<file path="src/rtl/addr_bus_unit.sv">
module addr_bus_unit #(
  parameter int ADDR_HI  = 31,
  parameter int ADDR_LO  = 3,
  parameter int INQ_LO   = 5,
  parameter int MASK_BIT = 20,
  parameter int BE_W     = 8
) (
  input  logic                 clk,
  input  logic                 rst,
  input  logic                 cyc_valid,
  input  logic [ADDR_HI:ADDR_LO] cyc_addr,
  input  logic [BE_W-1:0]      cyc_be,
  input  logic                 a20_mask_n,
  input  logic                 hold,
  input  logic                 inq_strobe_n,
  input  logic [ADDR_HI:INQ_LO] inq_addr,
  input  logic                 inq_par,
  output logic [ADDR_HI:ADDR_LO] bus_addr,
  output logic [BE_W-1:0]      bus_be,
  output logic                 bus_par,
  output logic                 addr_oe,
  output logic                 par_chk_n
);
  logic [ADDR_HI:ADDR_LO] masked;
  logic                   inq_err;
  logic                   err_s1, err_s2, err_q;

  always_comb begin
    masked = cyc_addr;
    if (!a20_mask_n) masked[MASK_BIT] = 1'b0;
  end

  assign inq_err = !inq_strobe_n && (^{inq_addr, inq_par});

  always_ff @(posedge clk) begin
    if (rst) begin
      bus_addr <= '0;
      bus_be   <= '0;
      bus_par  <= 1'b0;
      addr_oe  <= 1'b0;
    end else begin
      addr_oe <= !hold;
      if (cyc_valid) begin
        bus_addr <= masked;
        bus_be   <= cyc_be;
        bus_par  <= ^masked;
      end
    end
  end

  always_ff @(posedge clk) begin
    if (rst) begin
      err_s1 <= 1'b0;
      err_s2 <= 1'b0;
      err_q  <= 1'b0;
    end else begin
      err_s1 <= inq_err;
      err_s2 <= err_s1;
      err_q  <= err_s2;
    end
  end

  assign par_chk_n = ~err_q;
endmodule


</file>
<file path="config.mk">
export PLATFORM = sky130hd
export DESIGN_NAME = addr_bus_unit
export DESIGN_NICKNAME = d
export VERILOG_FILES = /design/src/rtl/addr_bus_unit.sv
export SDC_FILE = /design/constraint.sdc
export NUM_CORES = 1
export LEC_CHECK = 0
export ABC_CLOCK_PERIOD_IN_PS = 3350
export BUFFER_PORTS_ARGS = -buffer_cell sky130_fd_sc_hd__clkbuf_2
export CAP_MARGIN = 25
export CORE_MARGIN = 10
export CORE_UTILIZATION = 45
export DETAILED_ROUTE_END_ITERATION = 10
export PLACE_DENSITY = 0.79
export SLEW_MARGIN = 20
export SYNTH_ARGS = -nofsm -noshare
export SYNTH_HDL_FRONTEND = slang
export SYNTH_SLANG_ARGS = --single-unit
</file>
<file path="constraint.sdc">
create_clock -name clk -period 3.35 [get_ports clk]
set_clock_uncertainty 0.05 [all_clocks]
set_input_delay 0.335 -clock clk [delete_from_list [all_inputs] [get_ports clk]]
set_output_delay 0.335 -clock clk [all_outputs]
set_load 0.02 [all_outputs]
</file>
Word-level counts from Yosys, hierarchy flattened. Index checks and enable logic that the tools add are counted.

Bits in registers: 42. Input bits: 71. Output and inout bits: 40. Logic and storage cells: 14.

Mux-type cells: 1. Bitwise operators: 1. Reduce and logical (&&, ||, !) cells: 5.

Operators by type and width (number): parity 29 bit (1); parity 28 bit (1); logical NOT 1 bit (2); logical AND 1 bit (1); two-way mux 1 bit (1); inverter 1 bit (1).

Depth between registers and ports, before layout.
Depth after elaboration: 2. Depth in mapped cells: 5. Gate-level depth less buffers: 5.

Worst setup path before layout. Ideal clock, no wire load.

Kind: input-to-reg. From: input port cyc_addr[7] (netlist bit). To: register bus_par. Library setup time: 130 ps. Arrival time: 1488 ps. Data required time: 3170 ps. Setup slack: 1682 ps. Stages: 5. Path buffers: 0. Path through: xnor2_1 -> xnor3_1 -> xnor3_1 -> xnor3_1 -> o22ai_2.

Longest elaborated chain between the ends: 1.

RTL lines: from (decl) (line 11) `input logic [ADDR_HI:ADDR_LO] cyc_addr,`; parity 29 bit (line 46) `bus_par <= ^masked;`; to (signal assigned) (line 46); to (decl) (line 20) `output logic bus_par,`.

No other way between the ends. A chain may end at the register's enable or synchronous reset.

Worst setup path after layout. Ends and elaborated chain as after synthesis.

==> results.json <==
{
  "outcome": "complete, no violations",
  "rows": 23,
  "drt_iter0_markers": 56,
  "hpwlAfterDp_um": 4168,
  "dieArea_mm2": 0.007390,
  "crit_path_end_kind": "register",
  "hold_path.class": "in2reg",
  "wirelength_um": 4982,
  "crit_path_max_incr_delay_ns": 0.41,
  "multiInputGateArea_mm2": 0.001076,
  "final-setup-viol-count": 0,
  "timing.rr.start": "bus_addr[8]$_SDFFE_PP0P_",
  "worst_ep_arrival_time_ns": 1.66,
  "cts.clk_slew.worst_paths_ns": 0.08,
  "synth-xor-area-share": 0.2626,
  "fin_nets": 365,
  "crit_family": "XOR/XNOR gates",
  "grt_max_degree": 44,
  "viasPerCell": 4.596,
  "muxShareOfSynthArea": 0.1840,
  "placed_area_mm2": 0.002541,
  "tightest_slew_ns": 0.8785,
  "start_kind": "input pin",
  "worst_r2r_path_depth": 2,
  "placed_cells": 337,
  "cts_tree": "built",
  "final_area_mm2": 0.002654,
  "path_depth": 6,
  "htreeDepth": 2,
  "power_density_mw_per_mm2": 510.4,
  "synth_nets": 257,
  "grt_usage": 0.1322,
  "critPathKind": "in2reg",
  "p_leak_nw": 1.360,
  "antenna_found_initial": 0,
  "drive_gt1_frac": 0.4082,
  "die_w_um": 85.97,
  "seq_area_um2": 840.8,
  "grt_pass1_vias": 1713,
  "path_buf_inv": 1,
  "clk_latency_ns": 0.28,
  "wl_per_cell_um": 14.48,
  "crit_slowest_cell": "xnor3_1",
  "port-buffer-count": 110,
  "fmax_mhz": 641.0,
  "ff2ff_setup_slack_ns": 2.63,
  "numCtsBuffers": 5,
  "fillerInstances": 350,
  "worst_slew_margin_rel": 0.4143,
  "hold_buffers": 0,
  "max-cap-violations": 0,
  "rsz0062_at_grt": "no",
  "pin_count": 111,
  "clock_sinks": 42,
  "core_area_mm2": 0.004115,
  "synth_cells": 186,
  "detail-route-antenna-nets": 0,
  "report.final.slew_viol_count": 0,
  "fin_setup_tns_ns": 0,
  "ys_ff_latch": 42,
  "drc": 0,
  "synth_simple_gate_area_share": 0.09393,
  "root_buffer": "clkbuf_8",
  "min_period_ns": 1.560,
  "grt_overflow": 0,
  "min_period_over_period": 0.4657,
  "synth-adder-area-share": 0,
  "start_util": 0.4758,
  "globalplace.congestion": 0.7342,
  "antennaDiodeCount": 0,
  "drtPass1Iterations": 4,
  "startpoint": "cyc_addr[7]",
  "die_h_um": 85.97,
  "cts_setup_buffers": 0,
  "hold_viol_final": 0,
  "layout.cells.non_filler": 344,
  "cts-resized-gates": 0,
  "critPathMaxFanout": 2,
  "crit_path_end": "bus_par$_SDFFE_PP0P_",
  "path_cells": "clkbuf_2 -> xnor2_1 -> xnor3_1 -> xnor3_1 -> xnor3_1 -> o22ai_2",
  "grt_first_pass_wirelength_um": 7969,
  "synth-compound-area-share": 0.008946,
  "synth_top_family_by_area": "XOR/XNOR gates",
  "rr_endpoint": "bus_addr[8]$_SDFFE_PP0P_",
  "netlist_area_mm2": 0.001958,
  "seq_area_frac_synth": 0.4294,
  "max-vdd-ir-drop_v": 0.0002720,
  "synth_area_per_cell_um2": 10.53,
  "syn_to_final_growth_pct": 35.53,
  "crit_top_cell": "xnor3_1",
  "num_vias": 1581,
  "ys_types": 16,
  "mostFrequentLayoutCell": "clkbuf_2",
  "cts_max_path_buffers": 2,
  "layout.cells.most_common_list": "clkbuf_2, dfxtp_1, xnor2_1",
  "yosysWarnings": 0,
  "worstPathRequired_ns": 3.45
}
## final cells by class
type                            instances  share of cell area
Inverter                                1            0.001414
Timing Repair Buffer                  111              0.2103
Multi-Input combinational cell        133              0.4055
Tap cell                               50             0.02357
Clock buffer                            6             0.03112
Clock inverter                          1             0.01132
Sequential cell                        42              0.3168
## flip-flops by register name, indices dropped and copies added (netlist names)
name and count:
err_s2 1, bus_addr 29, bus_be 8, addr_oe 1
bus_par 1, err_q 1, err_s1 1
## synth_stat cells
library cell  count  area, um^2
dfxtp_1          42       840.8
inv_1             1       3.750
a21oi_1           1       5.000
xnor2_2           1       16.27
mux2i_1          36       360.4
nand2_1           1       3.750
nor2_1           37       138.9
nor3_1            1       5.000
nand3_1           1       5.000
xor2_1            3       26.28
nand2b_1          3       18.77
nor2b_1           2       12.51
clkbuf_1         10       37.54
xnor2_1          41       359.1
xnor3_1           5       112.6
o22ai_2           1       12.51
## metal layers
layer | vias up | track usage | wire length, um
li1 | 816 | - | -
met3 | 7 | 0.05676 | 511
met5 | - | 0 | 0
met2 | 66 | 0.2312 | 2500
met1 | 692 | 0.1358 | 1879
met4 | 0 | 0.05090 | 91
## worst reg2reg max path, delay by kind of cell (launching register included)
kind / cells / cell delay, ns
mux: 1 / 0.15
simple gates: 1 / 0.05
flops: 1 / 0.32
## worst min-delay path by stage
stage / from / end / slack, ns / cells past startpoint
finish: hold / addr_oe$_SDFF_PP0_ / 0.15 / 2
global route: inq_strobe_n / err_s1$_SDFF_PP0_ / 0.14 / 2
CTS: hold / addr_oe$_SDFF_PP0_ / 0.14 / 2
detailed placement: err_s1$_SDFF_PP0_ / err_s2$_SDFF_PP0_ / 0.37 / 1
global placement: err_s2$_SDFF_PP0_ / err_q$_SDFF_PP0_ / 0.37 / 1
floorplan: hold / addr_oe$_SDFF_PP0_ / 0.36 / 1
## logic make-up after synthesis
group,after synthesis
compound gates,2
xor+xnor,50
buf+inv,11
flops,42
mux,36
simple gates,45
## power by group
part / switching [mW] / internal [mW] / leakage (nW)
Combinational: 0.178 / 0.220 / 0.956
Sequential: 0.0176 / 0.541 / 0.347
Clock: 0.160 / 0.238 / 0.0573
Total: 0.356 / 0.999 / 1.36
## per-stage QoR
step	utilization	total power [mW]	hold WS, ns	setup slack [ns]
floorplan	-	0.8548	0.3574	1.682
global placement	0.6175	0.9619	0.3679	1.523
detailed placement	0.6175	0.9736	0.3731	1.500
CTS	0.6449	1.375	0.1409	1.798
global route	0.6449	1.425	0.1447	1.719
finish	0.6449	1.354	0.1529	1.790
(Power assumes the default switching activity.)
